**src/rtl/gpio_pkg.sv**
```systemverilog
package gpio_pkg;

    // number of implemented registers and index bits needed to select them
    localparam int NUM_REGS = 6;
    localparam int SEL_W    = 3;

    typedef enum logic [1:0] {
        ACC_BYTE = 2'd0,
        ACC_HALF = 2'd1,
        ACC_WORD = 2'd2,
        ACC_RSVD = 2'd3
    } acc_size_e;

    typedef enum logic [2:0] {
        RS_DIR  = 3'd0,
        RS_ODR  = 3'd1,
        RS_DAT  = 3'd2,
        RS_EVT  = 3'd3,
        RS_MSK  = 3'd4,
        RS_CTL  = 3'd5,
        RS_NONE = 3'd7
    } reg_sel_e;

    typedef struct packed {
        logic dir;
        logic odr;
        logic dat;
        logic evt;
        logic msk;
        logic ctl;
    } wr_stb_t;

    // map the low word-address bits to a register; upper bits must be zero
    function automatic reg_sel_e decode_sel(input logic [SEL_W-1:0] low,
                                            input logic upper_zero);
        reg_sel_e s;
        s = RS_NONE;
        if (upper_zero) begin
            case (low)
                3'd0:    s = RS_DIR;
                3'd1:    s = RS_ODR;
                3'd2:    s = RS_DAT;
                3'd3:    s = RS_EVT;
                3'd4:    s = RS_MSK;
                3'd5:    s = RS_CTL;
                default: s = RS_NONE;
            endcase
        end
        return s;
    endfunction

    // one-hot write strobes for a selected register
    function automatic wr_stb_t strobe_of(input reg_sel_e sel, input logic en);
        wr_stb_t t;
        t     = '0;
        t.dir = en && (sel == RS_DIR);
        t.odr = en && (sel == RS_ODR);
        t.dat = en && (sel == RS_DAT);
        t.evt = en && (sel == RS_EVT);
        t.msk = en && (sel == RS_MSK);
        t.ctl = en && (sel == RS_CTL);
        return t;
    endfunction

endpackage

```
**src/rtl/gpio_bus_decode.sv**
```systemverilog
module gpio_bus_decode
    import gpio_pkg::*;
#(
    parameter int N      = 32,
    parameter int ADDR_W = 10
) (
    input  logic [ADDR_W-1:0] bus_addr,
    input  logic [1:0]        bus_size,
    input  logic              bus_we,
    input  logic [N-1:0]      dir_q,
    input  logic [N-1:0]      odr_q,
    input  logic [N-1:0]      dat_q,
    input  logic [N-1:0]      evt_q,
    input  logic [N-1:0]      msk_q,
    input  logic [N-1:0]      ctl_q,
    output wr_stb_t           stb,
    output logic [N-1:0]      bus_rdata
);

    logic     word_ok;
    logic     upper_zero;
    reg_sel_e sel;

    assign word_ok    = (bus_size == ACC_WORD);
    assign upper_zero = (bus_addr[ADDR_W-1:SEL_W] == '0);
    assign sel        = decode_sel(bus_addr[SEL_W-1:0], upper_zero);
    assign stb        = strobe_of(sel, bus_we & word_ok);

    always_comb begin
        bus_rdata = '0;
        if (word_ok) begin
            case (sel)
                RS_DIR:  bus_rdata = dir_q;
                RS_ODR:  bus_rdata = odr_q;
                RS_DAT:  bus_rdata = dat_q;
                RS_EVT:  bus_rdata = evt_q;
                RS_MSK:  bus_rdata = msk_q;
                RS_CTL:  bus_rdata = ctl_q;
                default: bus_rdata = '0;
            endcase
        end
    end

endmodule

```
**src/rtl/gpio_edge_detect.sv**
```systemverilog
module gpio_edge_detect #(
    parameter int N = 32
) (
    input  logic         clk,
    input  logic         rst,
    input  logic [N-1:0] pin_r,
    input  logic [N-1:0] dir_q,
    input  logic [N-1:0] ctl_q,
    output logic [N-1:0] in_chg,
    output logic [N-1:0] ev_set
);

    // level seen at the previous edge; cleared by reset
    logic [N-1:0] prev_q;

    always_ff @(posedge clk) begin
        if (rst) prev_q <= '0;
        else     prev_q <= pin_r;
    end

    for (genvar i = 0; i < N; i++) begin : g_bit
        logic moved;
        logic fell;
        assign moved     = (pin_r[i] ^ prev_q[i]) & ~dir_q[i];
        assign fell      = prev_q[i] & ~pin_r[i];
        assign in_chg[i] = moved;
        assign ev_set[i] = moved & (~ctl_q[i] | fell);
    end

endmodule

```
**src/rtl/gpio_regfile.sv**
```systemverilog
module gpio_regfile
    import gpio_pkg::*;
#(
    parameter int N = 32
) (
    input  logic         clk,
    input  logic         rst,
    input  wr_stb_t      stb,
    input  logic [N-1:0] wdata,
    input  logic [N-1:0] pin_r,
    input  logic [N-1:0] in_chg,
    input  logic [N-1:0] ev_set,
    output logic [N-1:0] dir_q,
    output logic [N-1:0] odr_q,
    output logic [N-1:0] dat_q,
    output logic [N-1:0] evt_q,
    output logic [N-1:0] msk_q,
    output logic [N-1:0] ctl_q
);

    logic [N-1:0] dat_base;
    logic [N-1:0] dat_next;
    logic [N-1:0] evt_clr;
    logic [N-1:0] evt_next;

    always_comb begin
        dat_base = stb.dat ? wdata : dat_q;
        // an input transition overrides a same-edge bus write
        dat_next = (dat_base & ~in_chg) | (pin_r & in_chg);
        evt_clr  = stb.evt ? wdata : '0;
        // a new event overrides a same-edge clear
        evt_next = (evt_q & ~evt_clr) | ev_set;
    end

    always_ff @(posedge clk) begin
        if (rst) begin
            dir_q <= '0;
            odr_q <= '0;
            dat_q <= '0;
            evt_q <= '0;
            msk_q <= '0;
            ctl_q <= '0;
        end else begin
            if (stb.dir) dir_q <= wdata;
            if (stb.odr) odr_q <= wdata;
            if (stb.msk) msk_q <= wdata;
            if (stb.ctl) ctl_q <= wdata;
            dat_q <= dat_next;
            evt_q <= evt_next;
        end
    end

endmodule

```
**src/rtl/gpio_ctl.sv**
```systemverilog
module gpio_ctl
    import gpio_pkg::*;
#(
    parameter int NUM_PINS = 32,
    parameter int ADDR_W   = 10
) (
    input  logic                clk,
    input  logic                rst,
    input  logic [ADDR_W-1:0]   bus_addr,
    input  logic [1:0]          bus_size,
    input  logic                bus_we,
    input  logic [NUM_PINS-1:0] bus_wdata,
    output logic [NUM_PINS-1:0] bus_rdata,
    input  logic [NUM_PINS-1:0] pin_in,
    output logic [NUM_PINS-1:0] pin_out,
    output logic [NUM_PINS-1:0] pin_oe,
    output logic                irq
);

    localparam int TOP_BIT = NUM_PINS - 1;

    wr_stb_t             stb;
    logic [NUM_PINS-1:0] pin_r;
    logic [NUM_PINS-1:0] dir_q, odr_q, dat_q, evt_q, msk_q, ctl_q;
    logic [NUM_PINS-1:0] in_chg, ev_set;

    // pin n lives in register bit TOP_BIT-n
    for (genvar n = 0; n < NUM_PINS; n++) begin : g_pin_map
        assign pin_r[TOP_BIT-n] = pin_in[n];
        assign pin_oe[n]        = dir_q[TOP_BIT-n];
        assign pin_out[n]       = dir_q[TOP_BIT-n] & dat_q[TOP_BIT-n];
    end

    gpio_bus_decode #(
        .N      (NUM_PINS),
        .ADDR_W (ADDR_W)
    ) u_dec (
        .bus_addr  (bus_addr),
        .bus_size  (bus_size),
        .bus_we    (bus_we),
        .dir_q     (dir_q),
        .odr_q     (odr_q),
        .dat_q     (dat_q),
        .evt_q     (evt_q),
        .msk_q     (msk_q),
        .ctl_q     (ctl_q),
        .stb       (stb),
        .bus_rdata (bus_rdata)
    );

    gpio_edge_detect #(
        .N (NUM_PINS)
    ) u_edge (
        .clk    (clk),
        .rst    (rst),
        .pin_r  (pin_r),
        .dir_q  (dir_q),
        .ctl_q  (ctl_q),
        .in_chg (in_chg),
        .ev_set (ev_set)
    );

    gpio_regfile #(
        .N (NUM_PINS)
    ) u_regs (
        .clk    (clk),
        .rst    (rst),
        .stb    (stb),
        .wdata  (bus_wdata),
        .pin_r  (pin_r),
        .in_chg (in_chg),
        .ev_set (ev_set),
        .dir_q  (dir_q),
        .odr_q  (odr_q),
        .dat_q  (dat_q),
        .evt_q  (evt_q),
        .msk_q  (msk_q),
        .ctl_q  (ctl_q)
    );

    assign irq = |(evt_q & msk_q);

endmodule

```
**config.mk**
```make
export PLATFORM = sky130hd
export DESIGN_NAME = gpio_ctl
export DESIGN_NICKNAME = d
export VERILOG_FILES = /design/src/rtl/gpio_pkg.sv /design/src/rtl/gpio_bus_decode.sv /design/src/rtl/gpio_edge_detect.sv /design/src/rtl/gpio_regfile.sv /design/src/rtl/gpio_ctl.sv
export SDC_FILE = /design/constraint.sdc
export NUM_CORES = 1
export LEC_CHECK = 0
export ABC_AREA = 1
export BUFFER_PORTS_ARGS = -buffer_cell sky130_fd_sc_hd__buf_2
export CORE_MARGIN = 2
export CORE_UTILIZATION = 57
export DETAILED_ROUTE_END_ITERATION = 8
export HOLD_SLACK_MARGIN = 0.08
export PLACE_DENSITY = 0.82
export SLEW_MARGIN = 20
export SYNTH_ARGS = -nofsm -noshare
export SYNTH_HDL_FRONTEND = slang
export SYNTH_SLANG_ARGS = --single-unit
export TNS_END_PERCENT = 100
```
**constraint.sdc**
```tcl
create_clock -name clk -period 1.7 [get_ports clk]
set_input_delay 0.255 -clock clk [delete_from_list [all_inputs] [get_ports clk]]
set_output_delay 0.255 -clock clk [all_outputs]
set_load 0.01 [all_outputs]
```
# ---- Word-level counts from Yosys, hierarchy flattened
# Cells that the tools add are included.
dict set report op_classes {
  bitwise 297
  muxes 6
  eq_ne 11
  reduce_logical 10
}
# cell n
set op_table {}
lappend op_table {{$pmux W32 S6} 1}
lappend op_table {{$and A1 B1 Y1} 129}
lappend op_table {{$and A32 B32 Y32} 4}
lappend op_table {{$mux W32} 3}
lappend op_table {{$not A1 Y1} 96}
lappend op_table {{$not A32 Y32} 2}
lappend op_table {{$or A32 B32 Y32} 2}
lappend op_table {{$or A1 B1 Y1} 32}
lappend op_table {{$reduce_or A32 Y1} 1}
lappend op_table {{$xor A1 B1 Y1} 32}
lappend op_table {{$pmux W3 S6} 1}
lappend op_table {{$eq A3 B2 Y1 const B} 4}
lappend op_table {{$eq A3 B3 Y1 const B} 4}
lappend op_table {{$logic_not A7 Y1} 1}
lappend op_table {{$eq A3 B1 Y1 const B} 2}
lappend op_table {{$logic_and A1 B1 Y1} 6}
lappend op_table {{$logic_not A3 Y1} 2}
lappend op_table {{$mux W3} 1}
lappend op_table {{$eq A2 B2 Y1 const B} 1}
dict set report totals {
  regBits 224
  output_inout_bits 97
}

# ---- Logic depth before layout (Yosys ltp)
# Gate-level depths: netlist (run 1).
dict set report logic_depth {
  word_depth 9
  ltp_mapped 10
}

# ---- By module
# A second synthesis (run 1) with hierarchy kept.
dict set report unflattened {
  hier_cells 1963
  hier_area_um2 12378.1
}
# mod n_inst area_each_um2 seq_area_each_um2 cells_each
set modules_own_cells {}
lappend modules_own_cells {gpio_regfile 1 7325.8 3843.7 1020}
lappend modules_own_cells {gpio_edge_detect 1 2396.0 640.6 387}
lappend modules_own_cells {gpio_bus_decode 1 2179.6 0.0 429}
lappend modules_own_cells {gpio_ctl 1 476.7 0.0 127}

# ---- Least setup slack after synthesis (run 1)
# OpenSTA, ideal clock, no wires.
dict set report synth_timing {
  path_type {input port to output port}
  startpoint {input bus_addr[3]}
  endpoint {output bus_rdata[11]}
  arrival_time_ns 1.469
  path_slack_ns -0.024
  stages 8
  path_cell_list {nor2_1 > nand2_1 > nor2_4 > nand3_1 > clkbuf_1 > o21ai_1 > nor2_1 > a21oi_1}
}
dict set report synth_via {
  elab_chain_len 5
  elab_cells_between_ends 10
}
# item line
set synth_lines {}
lappend synth_lines {{start: declaration} gpio_ctl.sv:9} ;# input logic [ADDR_W-1:0] bus_addr,
lappend synth_lines {{$logic_not A7 Y1 *} gpio_bus_decode.sv:25} ;# assign upper_zero = (bus_addr[ADDR_W-1:SEL_W] == '0);
lappend synth_lines {{$mux W3 *} gpio_pkg.sv:38} ;# if (upper_zero) begin
lappend synth_lines {{$eq A3 B3 Y1 (tied with other cells)} gpio_bus_decode.sv:32} ;# case (sel)
lappend synth_lines {{$pmux W32 S6 *} gpio_bus_decode.sv:32}
lappend synth_lines {{$mux W32 *} gpio_bus_decode.sv:31} ;# if (word_ok) begin
lappend synth_lines {{end: declaration} gpio_ctl.sv:13} ;# output logic [NUM_PINS-1:0] bus_rdata,
# Every way passes the cells marked *; elsewhere a longest branch is shown, timed or not.

# ---- Final worst setup path (run 1)
dict set report layout_timing {
  startpoint {input bus_addr[5]}
  endpoint {output bus_rdata[29]}
}
# Same word-level chain as after synthesis.

==> results of run 1 <==
[layer usage]
metal  vias up  routed length, µm  GRT usage (%)
met4         0               1990           20.1
li1       5984                  -              -
met1      6084              15200           46.2
met5         -                  0              0
met2       953              19000           60.3
met3       198               4780           7.90
[stage by stage]
stage	hold WS (ps)	TNS, ps	instances	setup WS (ps)	area (µm²)
2_1_floorplan	390	-2.30	1665	-2.30	11300
3_3_place_gp	448	-10500	2068	-222	12800
3_5_place_dp	453	-14240	2068	-285	12800
4_1_cts	91.1	-6630	2197	-275	14800
5_1_grt	115	-11710	2206	-418	15100
6_report	106	-8800	2206	-320	15100
[worst max-delay path: cells and delay by family]
kind | cells | cell delay [ps]
buf+inv | 5 | 760
simple gates | 6 | 600
compound gates | 1 | 140
[final timing paths]
check                           slack (ps)                           end  cells after the start
worst min-delay path                   110  u_edge.prev_q[15]$_SDFF_PP0_                      2
worst max register to register         500    u_regs.evt_q[6]$_SDFF_PP0_                      4
worst min register to register         470   u_regs.evt_q[14]$_SDFF_PP0_                      2
worst max-delay path                  -320                 bus_rdata[29]                     12
[repair_timing]
| item | 4_1_cts | 5_1_grt |
|---|---|---|
| hold buffers | 64 | 0 |
| buffers inserted | 13 | 10 |
| pin swaps | 27 | 46 |
| gates resized for setup | 77 | 97 |
| hold endpoints to repair | 122 | 0 |
| gates cloned | 12 | 3 |
| setup endpoints to repair | 33 | 73 |
[power groups by stage]
stage | Combinational, mW | Sequential [mW] | Clock, mW
floorplan | 0.606 | 5.64 | 0
global placement | 0.953 | 5.68 | 0
detailed placement | 0.986 | 5.68 | 0
CTS | 1.15 | 5.57 | 4.89
global route | 1.37 | 5.60 | 5.12
finish | 1.26 | 5.59 | 4.90
[area by class of cell]
type,instances,share of cell area [%]
Clock inverter,1,0.0331
Timing Repair Buffer,342,18.9
Inverter,193,4.80
Tap cell,265,2.19
Antenna cell,2,0.0331
Clock buffer,39,4.66
Sequential cell,224,29.7
Multi-Input combinational cell,1140,39.6
[synth_stat cells]
cell type / count / area share [%]
inv_2: 5 / 0.17
nand4_2: 3 / 0.34
dfxtp_1: 224 / 40
nand2_1: 279 / 9.4
nor3_4: 1 / 0.15
buf_2: 20 / 0.90
nand3b_1: 8 / 0.54
nand4_1: 134 / 7.5
o21ai_1: 57 / 2.6
clkbuf_1: 71 / 2.4
a221oi_1: 2 / 0.16
a22o_1: 2 / 0.16
buf_4: 8 / 0.54
a211oi_1: 14 / 0.94
nor2_1: 314 / 11
nand3_1: 8 / 0.36
o21ai_0: 91 / 4.1
o22ai_1: 1 / 0.056
ha_1: 32 / 3.6
nand3_2: 1 / 0.090
a21oi_1: 189 / 8.5
inv_1: 188 / 6.3
nor2_2: 3 / 0.17
nor2_4: 1 / 0.10
buf_1: 9 / 0.30
[cells by family after synthesis]
kind of cell | Yosys count | synth area share, %
compound gates | 356 | 16.4
fa+ha+maj | 32 | 3.59
buf+inv | 301 | 10.6
flops | 224 | 40.2
simple gates | 752 | 29.2
==> summary.txt, run 1 <==
Logic synthesis
  • Post-synthesis cell type count: 25
  • Cell Area, Synth: 11200 µm²
  • Sequential area share after synthesis: 40.2%
  • Synthesized net count: about 1800
  • Ys Warns: 0
  • Post-synthesis cell count: 1665
  • Avg Inst Size Synth: 6.70 µm²
  • Register bit total from synthesis: 224

Clock network
  • CTS H-Tree Depth: 1
  • Clk pin slew, worst setup/hold paths: 60 ps
  • CTS Buffer Depth: 3
  • CTS tree: done
  • Total CTS buffers: 23
  • Clock tree root buffer cell: clkbuf_16
  • Clock Sinks: 224
  • Clock latency on the worst-skew pair: around 510 ps

Timing
  • Fin. Hold Viols: 0
  • Clk_skew: 6.50 ps
  • Slew @ Worst Pin: 424 ps
  • Final Cycle Share: 119%
  • Fmax: 0.495 GHz
  • Setup violators final: 33
  • RSZ-0062 raised after global routing: yes
  • Post-layout min period: between 2000 and 2500 ps
  • Slew Limit Headroom: 71.7%
  • Slew Viols, Final: 0
  • Worst setup margin: -320 ps

Placement
  • GPL Wtd Cong: 0.868
  • DP HPWL: between 20000 and 25000 µm
  • Port Buffers: around 180

Floorplanning
  • Die width: 144 µm
  • Core ar.: slightly below 20000 µm²
  • Initial Util: 57.7%
  • Die ar.: 20700 µm²
  • Die height: 144 µm
  • Rows: 51
  • I/O pins: ~180

Final layout
  • Area growth from synthesis to layout: 35.6%
  • Layout Utilization: 78.3%
  • Multi-input logic area: 5990 µm²
  • Filler Cell Count: about 1300
  • Fin nets: approximately 2000
  • Register Area: 4500 µm²
  • Share of layout cells above drive strength 1: 23.2%
  • Most frequent cells in the layout: nand2_1 (273), nor2_1 (264), dfxtp_1 (212), inv_1 (176), buf_2 (169)
  • Commonest non-fill, non-tap cell in the layout: nand2_1

Worst setup path
  • Critical path class: input port to primary output
  • Critical Path, Cell by Cell: buf_6, nor2_4, nand2_2, nor2_4, buf_12, nand4_1, buf_6, buf_12, nor2_1, nor2_1, a21oi_2, buf_2
  • Critical-path maximum fanout: 8
  • Worst reg2reg startpoint: u_edge.prev_q[6]$_SDFF_PP0_
  • CP Capture Type: primary output
  • Startpoint Class: input port
  • Worst Path Required: approximately 1400 ps
  • Critical path startpoint: bus_addr[5]
  • Critical Path Max Stage Delay: 190 ps
  • Slowest cell on the critical path: buf_6
  • Data arrival, critical path: 1770 ps

Power and ir drop
  • Switching power: 3.02 mW
  • VDD IR max: around 0.00085 V
  • Lkg Pwr: ~7 nW
  • Power density over the cells: 777 nW/µm²
  • Clock power share: 41.7%
  • Pint: 8.73 mW
  • Reg power frac: between 40% and 50%
  • Tot Pwr: 11.8 mW
  • Sw Share: roughly 26%
  • Comb power frac: between 10% and 20%

Routing
  • Antenna Nets Post-Route: 0
  • Via count: 13200
  • Routed Wire Length: ~40000 µm
  • Drc violations: 0
  • DRT iter0 DRCs: 1664
  • Drt first pass iters: 9
  • Wirelength per Cell: 18.6 µm
  • Via-per-instance ratio: 5.99

GRT
  • Vias in the first global route: between 10000 and 15000
  • Total GRT Usage: 37.2%
  • Initial antenna violation count: 2
  • Grt total ovfl: 0
  • Largest net degree at the start of global routing: 81
  • First-pass GRT wire length: 61600 µm

Min path
  • Hold Crit Start: rst
  • Hold Crit Class: input port to flip-flop

Flow run
  • Max cap viols: 0

Run status
  • Status: complete, but fails checks
  • Failing checks: negative setup slack
(Power assumes the default switching activity.)
==> run 2: changes to the inputs <==
--- a/config.mk
+++ b/config.mk
@@ -11,6 +11,7 @@
 export CORE_UTILIZATION = 57
 export DETAILED_ROUTE_END_ITERATION = 8
 export HOLD_SLACK_MARGIN = 0.08
+export MAX_ROUTING_LAYER = met4
 export PLACE_DENSITY = 0.82
 export SLEW_MARGIN = 20
 export SYNTH_ARGS = -nofsm -noshare
==> run 2 against run 1 <==
Effect of this change: the flow finishes with violations (design-rule violations, negative setup slack); global-route usage increased by 1.1 points; flip-flop and latch count unchanged; clock skew decreased by 3.1 ps; routed wire length increased by 2.3%; critical path type is now flip-flop to primary output; largest cell class unchanged.
==> summary.txt, run 2 (synthesis results as in run 1) <==
Run status
  • Status: complete, but fails checks
  • Failing checks: design-rule violations, negative setup slack

Clock network
  • Total CTS buffers: 23
  • CTS Buffer Depth: 3
  • CTS H-Tree Depth: 1
  • Clock Sinks: ~220
  • Clk pin slew, worst setup/hold paths: 60 ps
  • CTS tree: done
  • Clock latency on the worst-skew pair: approximately 520 ps
  • Clock tree root buffer cell: clkbuf_16

Final layout
  • Fin nets: about 2000
  • Commonest non-fill, non-tap cell in the layout: nand2_1
  • Share of layout cells above drive strength 1: 23.6%
  • Area growth from synthesis to layout: 36.5%
  • Filler Cell Count: roughly 1200
  • Layout Utilization: a little under 80%
  • Post-route non-filler standard cell count: 2209
  • Final instance area: about 15000 µm²
  • Most frequent cells in the layout: nand2_1 (273), nor2_1 (259), dfxtp_1 (212), inv_1 (176), buf_2 (169)

Routing
  • Routed Wire Length: 41900 µm
  • Via count: around 13000
  • Antenna Nets Post-Route: 0
  • Wirelength per Cell: ~19 µm
  • Drc violations: 1
  • Drt first pass iters: 8
  • DRT iter0 DRCs: 1730
  • Via-per-instance ratio: a little over 6

Timing
  • Hold Slack: 103 ps
  • Worst setup margin: -341 ps
  • Setup TNS: -8720 ps
  • RSZ-0062 raised after global routing: yes
  • Post-layout min period: around 2000 ps
  • Slew Viols, Final: 0
  • Setup violators final: 35
  • Fmax: 0.490 GHz
  • Fin. Hold Viols: 0
  • Slew @ Worst Pin: 412 ps
  • Clk_skew: 3.40 ps
  • Final Cycle Share: 120%
  • Slew Limit Headroom: 72.4%

Power and ir drop
  • Tot Pwr: approximately 12 mW
  • Lkg Pwr: 6.92 nW
  • Power density over the cells: approximately 770 nW/µm²
  • VDD IR max: 0.000861 V

Worst setup path
  • CP Capture Type: primary output
  • Critical-path maximum fanout: 3
  • Data arrival, critical path: around 1800 ps
  • Worst Path Required: about 1400 ps
  • Critical path class: flip-flop to primary output
  • Startpoint Class: flip-flop

Placement
  • Port Buffers: 175
  • Area after DPL: roughly 13000 µm²
  • DP HPWL: 23300 µm
  • Post-Place Setup Slack: -285 ps
  • Placed cell count: 2068
  • GPL Wtd Cong: around 0.88

GRT
  • Initial antenna violation count: 2
  • Vias in the first global route: 12500
  • Total GRT Usage: 38.3%
  • Largest net degree at the start of global routing: 81
  • Grt total ovfl: 0
  • First-pass GRT wire length: 61600 µm

Flow run
  • Max cap viols: 0

Min path
  • Hold Crit Class: input port to flip-flop

Floorplanning
  • Die width: ~140 µm
  • Core ar.: 19300 µm²
  • Die ar.: 20700 µm²
  • Initial Util: between 50% and 60%
  • Rows: 51
  • I/O pins: 176
  • Die height: 144 µm
[run 2: cell type report]
| type | instances | area [µm²] | share of cell area (%) |
|---|---|---|---|
| Antenna cell | 2 | 5.00 | 0.0329 |
| Tap cell | 265 | 332 | 2.18 |
| Clock buffer | 39 | 706 | 4.63 |
| Inverter | 193 | 729 | 4.79 |
| Timing Repair Buffer | 345 | 2950 | 19.3 |
| Clock inverter | 1 | 5.00 | 0.0329 |
| Sequential cell | 224 | 4500 | 29.5 |
| Multi-Input combinational cell | 1140 | 6010 | 39.5 |
[run 2: timing repair]
action                     in CTS  in global routing
buffers inserted               13                 11
resized for setup              77                115
setup endpoints to repair      33                 73
hold buffers                   64                  0
cloned                         12                  6
hold endpoints to repair      122                  0
pin swaps                      27                 50
[run 2: final timing paths]
check / startpoint / end / slack [ps] / depth (start not counted)
setup reg to reg: u_edge.prev_q[6]$_SDFF_PP0_ / u_regs.evt_q[6]$_SDFF_PP0_ / 510 / 4
setup / recovery: u_regs.msk_q[18]$_SDFFE_PP0P_ / irq / -340 / 7
hold / removal: rst / u_edge.prev_q[15]$_SDFF_PP0_ / 100 / 2
hold reg to reg: u_regs.evt_q[14]$_SDFF_PP0_ / u_regs.evt_q[14]$_SDFF_PP0_ / 470 / 2
[run 2: worst max-delay path, cell delays in order, from the launching register on]
cell and delay [ps]:
dfxtp_1 340, nand2_1 90, o21ai_0 120, nor2_1 180, nand3_1 170, nor2_2 160
nand2_2 90, buf_6 130
[run 2: report_power, final]
| group | switching (mW) | internal [mW] |
|---|---|---|
| combinational | 0.776 | 0.490 |
| clock | 2.11 | 2.80 |
| sequential | 0.141 | 5.45 |
[run 2: routing by layer]
| metal | global-route usage [%] | part of all wire (%) |
|---|---|---|
| met1 | 46.2 | 37 |
| met2 | 60.3 | 46 |
| met3 | 7.63 | 12 |
| met4 | 20.6 | 5.6 |
| met5 | - | 0 |
